==> config.mk <==
export PLATFORM = sky130hd
export DESIGN_NAME = nibble_bcd_alu
export DESIGN_NICKNAME = d
export VERILOG_FILES = /design/src/rtl/nibble_alu_pkg.sv /design/src/rtl/nibble_alu_ctrl.sv /design/src/rtl/nibble_alu_dp.sv /design/src/rtl/nibble_bcd_alu.sv
export SDC_FILE = /design/constraint.sdc
export NUM_CORES = 1
export LEC_CHECK = 0
export BUFFER_PORTS_ARGS = -buffer_cell sky130_fd_sc_hd__buf_4
export CAP_MARGIN = 20
export CORE_UTILIZATION = 35
export DETAILED_ROUTE_END_ITERATION = 6
export GPL_TIMING_DRIVEN = 0
export PLACE_DENSITY_LB_ADDON = 0.25
export SLEW_MARGIN = 20
export SYNTH_ARGS = -nofsm -noshare
export SYNTH_HDL_FRONTEND = slang
export SYNTH_SLANG_ARGS = --single-unit
==> constraint.sdc <==
create_clock -name vclk -period 7.7
set_input_delay 1.925 -clock vclk [all_inputs]
set_output_delay 1.925 -clock vclk [all_outputs]
set_load 0.02 [all_outputs]
==> src/rtl/nibble_alu_pkg.sv <==
package nibble_alu_pkg;

  localparam int OP_W   = 4;
  localparam int FLAG_N = 4;

  // flag bit positions inside the flag nibble
  localparam int FZ = 0;
  localparam int FC = 1;
  localparam int FB = 2;
  localparam int FA = 3;

  typedef enum logic [OP_W-1:0] {
    OP_ADD  = 4'd0,
    OP_ADC  = 4'd1,
    OP_SUB  = 4'd2,
    OP_SBC  = 4'd3,
    OP_AND  = 4'd4,
    OP_OR   = 4'd5,
    OP_XOR  = 4'd6,
    OP_CMP  = 4'd7,
    OP_BIT  = 4'd8,
    OP_INC  = 4'd9,
    OP_DEC  = 4'd10,
    OP_DCNT = 4'd11,
    OP_CPL9 = 4'd12,
    OP_HALF = 4'd13,
    OP_ADJA = 4'd14,
    OP_ADJS = 4'd15
  } aluOp_e;

  typedef enum logic [3:0] {
    SRC_ADD,
    SRC_SUB,
    SRC_AND,
    SRC_OR,
    SRC_XOR,
    SRC_HALF,
    SRC_CPL,
    SRC_ADJA,
    SRC_ADJS
  } srcSel_e;

  // strobes from control to datapath
  typedef struct packed {
    srcSel_e           src;
    logic              useCarry;   // add consumes incoming carry
    logic              useBorrow;  // subtract consumes incoming borrow
    logic              unitB;      // second operand forced to one
    logic              writeEn;
    logic              auxPrior;   // aux flag reports operand was nonzero
    logic [FLAG_N-1:0] updMask;    // which flags take a new value
  } ctrlStrobes_t;

endpackage

==> src/rtl/nibble_alu_ctrl.sv <==
module nibble_alu_ctrl
  import nibble_alu_pkg::*;
(
  input  logic [OP_W-1:0] opSel,
  output ctrlStrobes_t    strobes
);

  localparam logic [FLAG_N-1:0] M_Z  = FLAG_N'(1) << FZ;
  localparam logic [FLAG_N-1:0] M_C  = FLAG_N'(1) << FC;
  localparam logic [FLAG_N-1:0] M_B  = FLAG_N'(1) << FB;
  localparam logic [FLAG_N-1:0] M_A  = FLAG_N'(1) << FA;

  always_comb begin
    strobes.src       = SRC_ADD;
    strobes.useCarry  = 1'b0;
    strobes.useBorrow = 1'b0;
    strobes.unitB     = 1'b0;
    strobes.writeEn   = 1'b1;
    strobes.auxPrior  = 1'b0;
    strobes.updMask   = M_Z;
    case (aluOp_e'(opSel))
      OP_ADD:  begin strobes.src = SRC_ADD; strobes.updMask = M_Z | M_C; end
      OP_ADC:  begin
        strobes.src = SRC_ADD; strobes.useCarry = 1'b1;
        strobes.updMask = M_Z | M_C;
      end
      OP_SUB:  begin strobes.src = SRC_SUB; strobes.updMask = M_Z | M_B; end
      OP_SBC:  begin
        strobes.src = SRC_SUB; strobes.useBorrow = 1'b1;
        strobes.updMask = M_Z | M_B;
      end
      OP_AND:  strobes.src = SRC_AND;
      OP_OR:   strobes.src = SRC_OR;
      OP_XOR:  strobes.src = SRC_XOR;
      OP_CMP:  begin
        strobes.src = SRC_SUB; strobes.writeEn = 1'b0;
        strobes.updMask = M_Z | M_B;
      end
      OP_BIT:  begin strobes.src = SRC_AND; strobes.writeEn = 1'b0; end
      OP_INC:  begin
        strobes.src = SRC_ADD; strobes.unitB = 1'b1;
        strobes.updMask = M_Z | M_C;
      end
      OP_DEC:  begin
        strobes.src = SRC_SUB; strobes.unitB = 1'b1;
        strobes.updMask = M_Z | M_B;
      end
      OP_DCNT: begin
        strobes.src = SRC_SUB; strobes.unitB = 1'b1;
        strobes.auxPrior = 1'b1; strobes.updMask = M_Z | M_A;
      end
      OP_CPL9: strobes.src = SRC_CPL;
      OP_HALF: begin strobes.src = SRC_HALF; strobes.updMask = M_Z | M_C; end
      OP_ADJA: begin strobes.src = SRC_ADJA; strobes.updMask = M_Z | M_C; end
      OP_ADJS: begin strobes.src = SRC_ADJS; strobes.updMask = M_Z | M_B; end
      default: strobes.updMask = M_Z;
    endcase
  end

endmodule

==> src/rtl/nibble_alu_dp.sv <==
module nibble_alu_dp
  import nibble_alu_pkg::*;
#(
  parameter int DIGIT_W = 4
) (
  input  ctrlStrobes_t       strobes,
  input  logic [DIGIT_W-1:0] opA,
  input  logic [DIGIT_W-1:0] opB,
  input  logic [FLAG_N-1:0]  flagsIn,
  output logic [DIGIT_W-1:0] result,
  output logic [FLAG_N-1:0]  flagsOut
);

  localparam int                 EXT_W    = DIGIT_W + 1;
  localparam logic [DIGIT_W-1:0] DEC_MAX  = DIGIT_W'(9);
  localparam logic [DIGIT_W-1:0] FIX_ADD  = DIGIT_W'((1 << DIGIT_W) - 10);
  localparam logic [DIGIT_W-1:0] FIX_SUB  = DIGIT_W'(10);
  localparam logic [DIGIT_W-1:0] HALF_TEN = DIGIT_W'(5);

  logic [DIGIT_W-1:0] bEff;
  logic               cinEff, binEff;
  logic [EXT_W-1:0]   sumExt, diffExt;
  logic [DIGIT_W-1:0] halfVal, cplVal, adjAVal, adjSVal;
  logic               overRange, adjAHit, adjSHit;
  logic               carryNew, borrowNew;
  logic [FLAG_N-1:0]  newFlags;

  assign bEff    = strobes.unitB ? DIGIT_W'(1) : opB;
  assign cinEff  = strobes.useCarry  & flagsIn[FC];
  assign binEff  = strobes.useBorrow & flagsIn[FB];

  assign sumExt  = {1'b0, opA} + {1'b0, bEff} + EXT_W'(cinEff);
  assign diffExt = {1'b0, opA} - {1'b0, bEff} - EXT_W'(binEff);

  // decimal halving: previous digit's odd half arrives as carry
  assign halfVal = (opA >> 1) + (flagsIn[FC] ? HALF_TEN : '0);
  assign cplVal  = DEC_MAX - opA;

  assign overRange = opA > DEC_MAX;
  assign adjAHit   = overRange | flagsIn[FC];
  assign adjSHit   = overRange | flagsIn[FB];
  assign adjAVal   = adjAHit ? opA + FIX_ADD : opA;
  assign adjSVal   = adjSHit ? opA + FIX_SUB : opA;

  always_comb begin
    result    = sumExt[DIGIT_W-1:0];
    carryNew  = sumExt[DIGIT_W];
    borrowNew = diffExt[DIGIT_W];
    case (strobes.src)
      SRC_ADD:  result = sumExt[DIGIT_W-1:0];
      SRC_SUB:  result = diffExt[DIGIT_W-1:0];
      SRC_AND:  result = opA & opB;
      SRC_OR:   result = opA | opB;
      SRC_XOR:  result = opA ^ opB;
      SRC_HALF: begin result = halfVal; carryNew = opA[0]; end
      SRC_CPL:  result = cplVal;
      SRC_ADJA: begin result = adjAVal; carryNew = adjAHit; end
      SRC_ADJS: begin result = adjSVal; borrowNew = adjSHit; end
      default:  result = sumExt[DIGIT_W-1:0];
    endcase
  end

  always_comb begin
    newFlags     = flagsIn;
    newFlags[FZ] = (result == '0);
    newFlags[FC] = carryNew;
    newFlags[FB] = borrowNew;
    newFlags[FA] = strobes.auxPrior & (opA != '0);
  end

  for (genvar i = 0; i < FLAG_N; i++) begin : g_flagMerge
    assign flagsOut[i] = strobes.updMask[i] ? newFlags[i] : flagsIn[i];
  end

endmodule

==> src/rtl/nibble_bcd_alu.sv <==
module nibble_bcd_alu
  import nibble_alu_pkg::*;
#(
  parameter int DIGIT_W = 4
) (
  input  logic [OP_W-1:0]    opSel,
  input  logic [DIGIT_W-1:0] opA,
  input  logic [DIGIT_W-1:0] opB,
  input  logic [FLAG_N-1:0]  flagsIn,
  output logic [DIGIT_W-1:0] result,
  output logic [FLAG_N-1:0]  flagsOut,
  output logic               writeEn
);

  ctrlStrobes_t strobes;

  nibble_alu_ctrl u_ctrl (
    .opSel   (opSel),
    .strobes (strobes)
  );

  nibble_alu_dp #(.DIGIT_W(DIGIT_W)) u_dp (
    .strobes  (strobes),
    .opA      (opA),
    .opB      (opB),
    .flagsIn  (flagsIn),
    .result   (result),
    .flagsOut (flagsOut)
  );

  assign writeEn = strobes.writeEn;

endmodule

## Word-level counts from Yosys, hierarchy flattened

Index checks and enable logic that the tools add are counted.

| word-level totals | value |
|---|---|
| register bits after elaboration | 0 |
| output and inout port bits | 9 |
| input port bits | 16 |
| logic and storage cells | 68 |

| operators by class | value |
|---|---|
| add/subtract/negate cells | 8 |
| equal/unequal tests | 23 |
| magnitude comparators | 1 |
| multiplexer cells | 18 |
| reduce and logical (&&, ||, !) cells | 10 |
| bitwise gates (word level) | 8 |

Operators with widths:

| cell | count |
|---|---|
| equality test 4 bit, second input constant | 9 |
| case mux 4 bit (9 select lines) | 1 |
| equality test 4 x 3 -> 1 bit, second input constant | 8 |
| case mux 4 bit (8 select lines) | 1 |
| equality test 4 x 2 -> 1 bit, second input constant | 4 |
| OR reduction 5 bit | 3 |
| two-way mux 4 bit | 3 |
| case mux 4 bit (3 select lines) | 1 |
| two-way mux 1 bit | 10 |
| equality test 4 x 1 -> 1 bit, second input constant | 2 |
| zero test 4 bit | 2 |
| OR reduction 3 bit | 2 |
| adder 4 x 4 -> 5 bit | 1 |
| adder 5 x 1 -> 5 bit | 1 |
| subtractor 4 x 4 -> 5 bit | 1 |
| subtractor 5 x 1 -> 5 bit | 1 |
| adder 3 x 4 -> 4 bit | 1 |
| adder 4 x 3 -> 4 bit, second input constant | 1 |
| adder 4 bit, second input constant | 1 |
| AND 4 bit | 1 |
| > comparator 4 bit, second input constant | 1 |
| bitwise OR 4 bit | 1 |
| nonzero test 4 bit | 1 |
| OR reduction 2 bit | 2 |
| 6 further kinds | 9 |

## Logic depth before layout (Yosys ltp)

Gate-level depths: netlist (run 1).

| logic depth | value |
|---|---|
| depth after elaboration | 9 |
| gate-level depth with buffers | 14 |
| gate-level depth less buffers | 12 |

## Modules after synthesis

Synthesis (run 1) repeated with hierarchy kept, for this count alone.

| second synthesis, totals | value |
|---|---|
| cell total of the unflattened synthesis | 200 |
| area, all modules | 1456.4 µm² |

Modules (own cells, without submodules):

| module | cells each | times used | sequential area each (µm²) | area each (µm²) |
|---|---|---|---|---|
| nibble_alu_dp | 168 | 1 | 0.0 | 1246.2 |
| nibble_alu_ctrl | 32 | 1 | 0.0 | 210.2 |

## Worst setup path before layout (run 1)

OpenSTA, ideal clock, no wires.

| timing | value |
|---|---|
| path type | input to output |
| from | input port opSel[1] |
| to | output port flagsOut[0] |
| data required time | 5775 ps |
| buffers on the path | 2 |
| stages | 14 |
| data arrival time | 5047 ps |
| slack | 728 ps |
| cells stage by stage | buf_2 > buf_1 > nor2_1 > nor2b_1 > or2_2 > fa_1 > inv_1 > ha_1 > o21ai_0 > nand3b_1 > xor2_1 > a311oi_1 > o2111ai_1 > nor4_2 |

| between the ends | value |
|---|---|
| word-level cells in the longest chain between the ends | 9 |
| elaborated cells on any way between the ends | 42 |
| those cells by class | add/sub: 4; eq/ne: 23; mux: 7; bitwise: 2; reduce/logical: 6 |

RTL lines:

| item | line | text |
|---|---|---|
| start: declaration | nibble_bcd_alu.sv:6 | `input logic [OP_W-1:0] opSel,` |
| equality test 4 bit | nibble_alu_ctrl.sv:21 | `case (aluOp_e'(opSel))` |
| OR reduction 3 bit (no source line) | - |  |
| two-way mux 1 bit | nibble_alu_ctrl.sv:21 |  |
| two-way mux 4 bit | nibble_alu_dp.sv:28 | `assign bEff = strobes.unitB ? DIGIT_W'(1) : opB;` |
| adder 4 x 4 -> 5 bit / subtractor 4 x 4 -> 5 bit (equally long branches) | nibble_alu_dp.sv:32, nibble_alu_dp.sv:33 |  |
| adder 5 x 1 -> 5 bit / subtractor 5 x 1 -> 5 bit (equally long branches) | nibble_alu_dp.sv:32, nibble_alu_dp.sv:33 |  |
| case mux 4 bit (8 select lines) (*) | nibble_alu_dp.sv:49 | `case (strobes.src)` |
| named net result[3] | nibble_bcd_alu.sv:10 | `output logic [DIGIT_W-1:0] result,` |
| zero test 4 bit (*) | nibble_alu_dp.sv:65 | `newFlags[FZ] = (result == '0);` |
| two-way mux 1 bit (*) | nibble_alu_dp.sv:72 | `assign flagsOut[i] = strobes.updMask[i] ? newFlags[i] : flagsIn[i];` |
| end: declaration | nibble_bcd_alu.sv:11 | `output logic [FLAG_N-1:0] flagsOut,` |

Mark *: on every way through the listed nets, which the timed path passes. The rest lies on a longest branch.

## Worst setup path after layout (run 1)

| timing | value |
|---|---|
| from | input port opSel[1] |
| to | output port flagsOut[0] |

| between the ends | value |
|---|---|
| word-level cells in the longest chain between the ends | 9 |
| elaborated cells on any way between the ends | 42 |
| those cells by class | add/sub: 4; eq/ne: 23; mux: 7; bitwise: 2; reduce/logical: 6 |

RTL lines:

| item | line |
|---|---|
| equality test 4 bit | nibble_alu_ctrl.sv:21 |
| OR reduction 3 bit (no source line) | - |
| two-way mux 1 bit | nibble_alu_ctrl.sv:21 |
| two-way mux 4 bit | nibble_alu_dp.sv:28 |
| adder 4 x 4 -> 5 bit / subtractor 4 x 4 -> 5 bit (equally long branches) | nibble_alu_dp.sv:32, nibble_alu_dp.sv:33 |
| adder 5 x 1 -> 5 bit / subtractor 5 x 1 -> 5 bit (equally long branches) | nibble_alu_dp.sv:32, nibble_alu_dp.sv:33 |
| case mux 4 bit (8 select lines) (*) | nibble_alu_dp.sv:49 |
| zero test 4 bit (*) | nibble_alu_dp.sv:65 |
| two-way mux 1 bit (*) | nibble_alu_dp.sv:72 |

Every way passes the cells marked *; elsewhere a longest branch is shown, timed or not.

==> metrics list, run 1 <==
- Result of the run: finished clean
* GR Overflow Total: 0
* Total chip power: 105 uW
- Largest voltage drop on the vdd net: 0.0302 mV
* Net count of the finished layout: 241
- Worst endpoint required time: 5.78 ns
- Critical path type: in2out
- Filler cell count: roughly 360
* Die outline width: around 61 um
- For this configuration, the core starts out at a cell density of 0.368.
- Summed over all instances, the cell type with the most area after synthesis is sky130_fd_sc_hd__ha_1.
- After synthesis the cells add up to 0.00123 sq mm.
- Most area-consuming cells after synthesis: sky130_fd_sc_hd__ha_1 (22%), sky130_fd_sc_hd__fa_1 (6.5%), sky130_fd_sc_hd__inv_1 (5.8%), sky130_fd_sc_hd__nor2_1 (4.9%), sky130_fd_sc_hd__o21ai_0 (4.5%)
* Number of warnings issued by yosys: 0
* Worst slew slack as a fraction of its limit: 0.681
- The finished layout holds 243 standard cells, fillers aside.
- The worst setup path is captured at an output port.
- Averaged over all synthesized cells, the footprint is 7.02 sq um.
- Of the cells placed in the final design, the portion with a size suffix greater than 1 is 0.157.
- In this run the power density over the cells is 72.1 mW/mm^2.
- Unrepaired setup endpoints after global routing: no
- Summed over all cells, the static leakage comes to 0.000658 uW.
* Net count after synthesis: 217
* Sequential fraction of the synthesis area: 0
- The number of gates resized after CTS was 0.
- Detailed-route via count: 1356
- Once placement completed, the tool counted placed cells totaling 243.
* Average vias per placed instance: between 5 and 6
- The initial antenna violation count is 0.
* Beginning of the worst hold path: opA[0]
- CORE AREA: 0.00334 sq mm
- For the final routed database, the setup TNS stands at 0 ns.
* First drt pass iteration count: 4
- Mapped Cells: 175
- The repair_antennas step left the layout with diodes totalling 0.
- Initial detailed-routing violation count: 73
- The count of nets left with antenna violations once routing finished came out at 0.
- Total of hold buffers inserted after clock tree synthesis: 0
- The die covers 0.00375 sq mm.
* Number of failing hold endpoints at the final stage: 0
- The largest single stage delay on the critical path is 0.45 ns.
* Startpoint class of the critical path: input pin
- Global-route wire length before repair: ~5.4 mm
- Fin crit period: 7.34 ns
- Clock buf count: 0
- Routability-driven placement finished with a final weighted congestion of 0.920.
* Port-buffer cells: 22
* Final-report max-slew violation count: 0
- Remaining DRCs: 0
- Number of global-route vias before repair: between 1000 and 1500
- Upper clock frequency limit: 0.136 GHz
- For hold timing, the worst endpoint is flagsOut[1].
- Global-route usage over all layers: 0.194
- Top Ports: 25
- Area grow syn2layout: 18.1%
- Of all nets on the critical path, the largest fanout is 10.
- Post-route cell area: 0.00145 sq mm
- Count of cells along the worst hold path: 4
- Number of distinct library cell variants in the gate-level netlist after synthesis: 47
* Storage cell area: 0 sq um
* Transition time at the pin with the least slew margin: 0.479 ns
* Cell repeated most along the worst path: sky130_fd_sc_hd__buf_4
- CP arrival: 5.41 ns
* Wire length after detailed routing: approximately 3.6 mm
- In this run the cell area measured after placement is 0.00145 sq mm.
* CP max-delay cell: sky130_fd_sc_hd__fa_1
- Max-cap violations in this run came to 0.
* Overall die height: 61.3 um
- Number of placement rows: 21
* Total half-perimeter wirelength after legalization and detailed placement: just under 3 mm
- Hold is met by 4.25 ns.
* Share of the synthesized area in the top cell type: 0.224
- Number of post-CTS setup repair buffers: 0
- The min-delay analysis places its worst path in the category in2out.
- The signal on the critical path passes through buf_4 > buf_2 > buf_1 > nor2_1 > nor2b_1 > or2_2 > fa_1 > ha_1 > o21ai_0 > nand3b_1 > xor2_1 > a311oi_1 > o2111ai_1 > nor4_2 > buf_4.
- Setup violations remaining at the end of the flow were counted as 0.
* Wire length per cell: 14.9 um
- There are 0 flip-flops and latches.
- Final cycle utilization of the critical path: 0.953
- Entering global routing, the biggest net connects 15 pins.
placed cells by master (no fill, tap or decap), types with 6 or more instances in the layout:
master | netlist | routed
sky130_fd_sc_hd__a21oi_1 | 8 | 8
sky130_fd_sc_hd__a31oi_1 | 6 | 6
sky130_fd_sc_hd__o21ai_0 | 11 | 11
sky130_fd_sc_hd__nor2b_1 | 8 | 8
sky130_fd_sc_hd__inv_1 | 19 | 19
sky130_fd_sc_hd__buf_4 | 1 | 23
sky130_fd_sc_hd__nand2_1 | 14 | 14
sky130_fd_sc_hd__nor2_1 | 16 | 16
sky130_fd_sc_hd__ha_1 | 22 | 22
stage by stage:
| stage | util | setup WS, ns |
|---|---|---|
| after floorplan | - | 0.728 |
| after global placement | 0.435 | 0.301 |
| after detailed placement | 0.435 | 0.396 |
| after CTS | 0.435 | 0.377 |
| after global routing | 0.435 | 0.0737 |
| final | 0.435 | 0.361 |
cell type report:
cell class | instances | area (sq um) | share of cell area
Buffer | 9 | 51.3 | 0.0353
Tap cell | 46 | 57.6 | 0.0397
Multi-Input combinational cell | 147 | 1110 | 0.762
Inverter | 19 | 71.3 | 0.0491
Timing Repair Buffer | 22 | 165 | 0.114
worst max-delay path by stage:
stage / endpoint / slack [ns] / cells after the start / from
5_1_grt: flagsOut[0] / 0.07 / 15 / opSel[1]
3_3_place_gp: flagsOut[0] / 0.30 / 15 / opSel[1]
3_5_place_dp: flagsOut[0] / 0.40 / 15 / opSel[1]
6_report: flagsOut[0] / 0.36 / 15 / opSel[1]
4_1_cts: flagsOut[0] / 0.38 / 15 / opSel[1]
2_1_floorplan: flagsOut[0] / 0.73 / 14 / opSel[1]
worst max-delay path, delay by kind of cell:
family          cells  cell delay (ns)
compound gates      3             0.65
xor+xnor            1             0.15
fa+ha+maj           2             0.64
buf+inv             4             0.88
simple gates        5             1.14
cell families after synthesis:
logic type      after synthesis  synth area share
mux                           1           0.00815
simple gates                 55             0.223
buf+inv                      28            0.0998
xor+xnor                      8            0.0570
compound gates               56             0.315
fa+ha+maj                    27             0.297
synthesized netlist by cell type (all sizes together) (2+ instances only):
library cell  number
buf                7
nor2b              8
xor2               5
ha                22
nor2              16
nor3               2
xnor2              3
o21bai             2
clkbuf             2
o22ai              2
o2111ai            2
a31oi              6
o21ai             13
a22oi              3
inv               19
a221oi             2
o311ai             4
nand3              4
nand2             14
a2bb2oi            3
fa                 4
a21oi              8
nand2b             5
report_power, final:
part | switching [uW] | internal [uW] | total (uW)
sequential | 0 | 0 | 0
clock | 0 | 0 | 0
combinational | 60.6 | 44.1 | 105
total | 60.6 | 44.1 | 105
metal layers:
layer  up-vias  routed length [um]  GRT usage
met3         6                 256    0.00630
met2        56                1620      0.301
li1        675                   -          -
met1       619                1680      0.290
met4         0                  66     0.0552
met5         -                   0          0
No activity file was read; power rests on OpenSTA's default activity.
==> inputs of run 2 (changes only) <==
--- a/config.mk
+++ b/config.mk
@@ -7,6 +7,7 @@
 export LEC_CHECK = 0
 export BUFFER_PORTS_ARGS = -buffer_cell sky130_fd_sc_hd__buf_4
 export CAP_MARGIN = 20
+export CORE_ASPECT_RATIO = 0.7
 export CORE_UTILIZATION = 35
 export DETAILED_ROUTE_END_ITERATION = 6
 export GPL_TIMING_DRIVEN = 0
==> metrics list, run 2 (same netlist as run 1, synthesis figures left out) <==
- The run finished with clean final reports.
* First drt pass iteration count: 4 (unchanged)
* Total of endpoints with negative setup slack in the final report: 0 (unchanged)
- Wire length after detailed routing: 3.64 mm (+0.44%)
- Among cell families on the critical path, the largest total delay comes from simple AND/OR/NAND/NOR gates.
- The half-perimeter wire length after placement was 2.91 mm (about the same).
- Initial antenna violation count: 0 (unchanged)
- Number of failing hold endpoints at the final stage: 0 (unchanged)
- The count of hold buffers inserted by post-cts repair was 0 (unchanged).
* Worst endpoint required time: 5.78 ns (about the same)
- The final routed wire length divided by cell count came to 14.9 um (about the same).
- The setup slack after layout was 0.441 ns (+0.0809 ns).
- Die area: 0.00376 sq mm (about the same)
* Final-report max-slew violation count: 0 (unchanged)
* Top Ports: 25 (unchanged)
* Number of placement rows: 17 (-19%)
- Final cycle utilization of the critical path: 0.943 (-0.0105)
- Traced cell by cell, the critical path runs through buf_4 > buf_2 > buf_1 > nor2_1 > nor2b_1 > or2_2 > fa_1 > ha_1 > o21ai_0 > nand3b_1 > xor2_1 > a311oi_1 > o2111ai_1 > nor4_2 > buf_4.
- The final-layout setup total negative slack is 0 ns (unchanged).
- On the critical path, the stage with the largest delay is an instance of sky130_fd_sc_hd__fa_1.
* Post-cts sizing count: 0 (unchanged)
- ANT nets after route: 0 (unchanged)
- The overall track demand over capacity in global routing was 0.203 (+0.00975).
- The combined buffer and inverter count along the critical path was 4 (unchanged).
- Unrepaired setup endpoints after global routing: no
- Transition time at the pin with the least slew margin: 0.495 ns (+0.0162 ns)
* Final RePlAce weighted congestion: 0.885 (-3.9%)
- The worst hold-check slack is 4.27 ns (+0.0142 ns).
- The wire length of the first global-routing pass came to 5.98 mm (+9.9%).
- The area of all placed cells without fillers was 0.00145 sq mm (about the same).
- In this design, the critical path's most frequently occurring cell is sky130_fd_sc_hd__buf_4.
* Upper clock frequency limit: 0.138 GHz (+1.1%)
* Largest voltage drop on the vdd net: 0.0219 mV (-28%)
* Clock buf count: 0 (unchanged)
- The top cell types in the final layout, fill and taps aside, are sky130_fd_sc_hd__buf_4 (23), sky130_fd_sc_hd__ha_1 (22), sky130_fd_sc_hd__inv_1 (19).
- The number of inserted filler cells in the final layout came to 347 (-2.8%).
- Worst slew slack as a fraction of its limit: 0.667 (-0.0133)
* Power per standard cell area: 72.1 mW/mm^2 (about the same)
- Multi-input logic area: 0.00111 sq mm (unchanged)
- GR Overflow Total: 0 (unchanged)
- Overall die height: 51.6 um (-16%)
- Leaving out fill and tap cells, the most frequent cell in the layout is sky130_fd_sc_hd__buf_4.
- Reported max-cap violation count: 0 (unchanged)
* Largest stage delay, worst path: 0.43 ns (-0.02 ns)
- Storage cell area: 0 sq um (unchanged)
* Initial detailed-routing violation count: 115 (+58%)
- Total chip power: 105 uW (+0.13%)
- The share of cells above drive strength 1 came to 0.157 (unchanged).
- Maximum number of pins on one net before global-route repair: 15 (unchanged)
- Detailed-route via count: 1350 (-0.44%)
- Number of post-CTS setup repair buffers: 0 (unchanged)
- The worst setup path is launched from an input pin.
* Reported leakage power: 0.000658 uW (unchanged)
* Post-placement worst setup slack: 0.475 ns (+0.0795 ns)
- CORE AREA: 0.00325 sq mm (-2.5%)
* CP arrival: 5.33 ns (-0.08 ns)
- Critical path type: in2out
* Number of global-route vias before repair: 1225 (+6.8%)
- The DRC violations left is 0 (unchanged).
- The net count of the finished layout came to 241 (unchanged).
* Placed Instance Area: 0.00145 sq mm (about the same)
- The maximum fanout encountered on the critical timing path came to 10 (unchanged).
* Average vias per placed instance: 5.53 (-0.85%)
* Class of the tightest hold or removal check: in2out
- Initial cell density of the core: 0.378 (+0.00934)
* Area grow syn2layout: 18.2% (about the same)
- Die outline width: 72.8 um (+19%)
- Number of sequential storage elements: 0 (unchanged)
* Port-buffer cells: 22 (unchanged)
- # diodes: 0 (unchanged)
* Fin crit period: 7.26 ns (-0.0809 ns)
- The worst setup path is captured at an output port.
run 2: cell type report:
cell class,instances,share of cell area
well taps,47,0.0405
repair buffers,22,0.114
multi-input cells,147,0.761
inverters,19,0.0491
plain buffers,9,0.0353
run 2: final timing paths:
kind | from | endpoint | slack (ns) | depth (start not counted)
setup / recovery | opSel[1] | flagsOut[0] | 0.44 | 15
hold / removal | flagsIn[3] | flagsOut[3] | 4.27 | 4
run 2: per-layer routing:
metal,part of all wire,global-route usage
met1,0.52,0.325
met2,0.40,0.310
met3,0.079,0.0116
met4,0,0.00654
met5,0,0
run 2: where the power goes:
group	switching (uW)	internal [uW]	leakage [uW]
combinational	60.5	44.3	0.000658
sequential	0	0	0
clock	0	0	0
run 2: stage by stage:
step           utilization  cells
3_3_place_gp         0.446    244
5_1_grt              0.446    244
4_1_cts              0.446    244
2_1_floorplan            -    175
3_5_place_dp         0.446    244
6_report             0.446    244
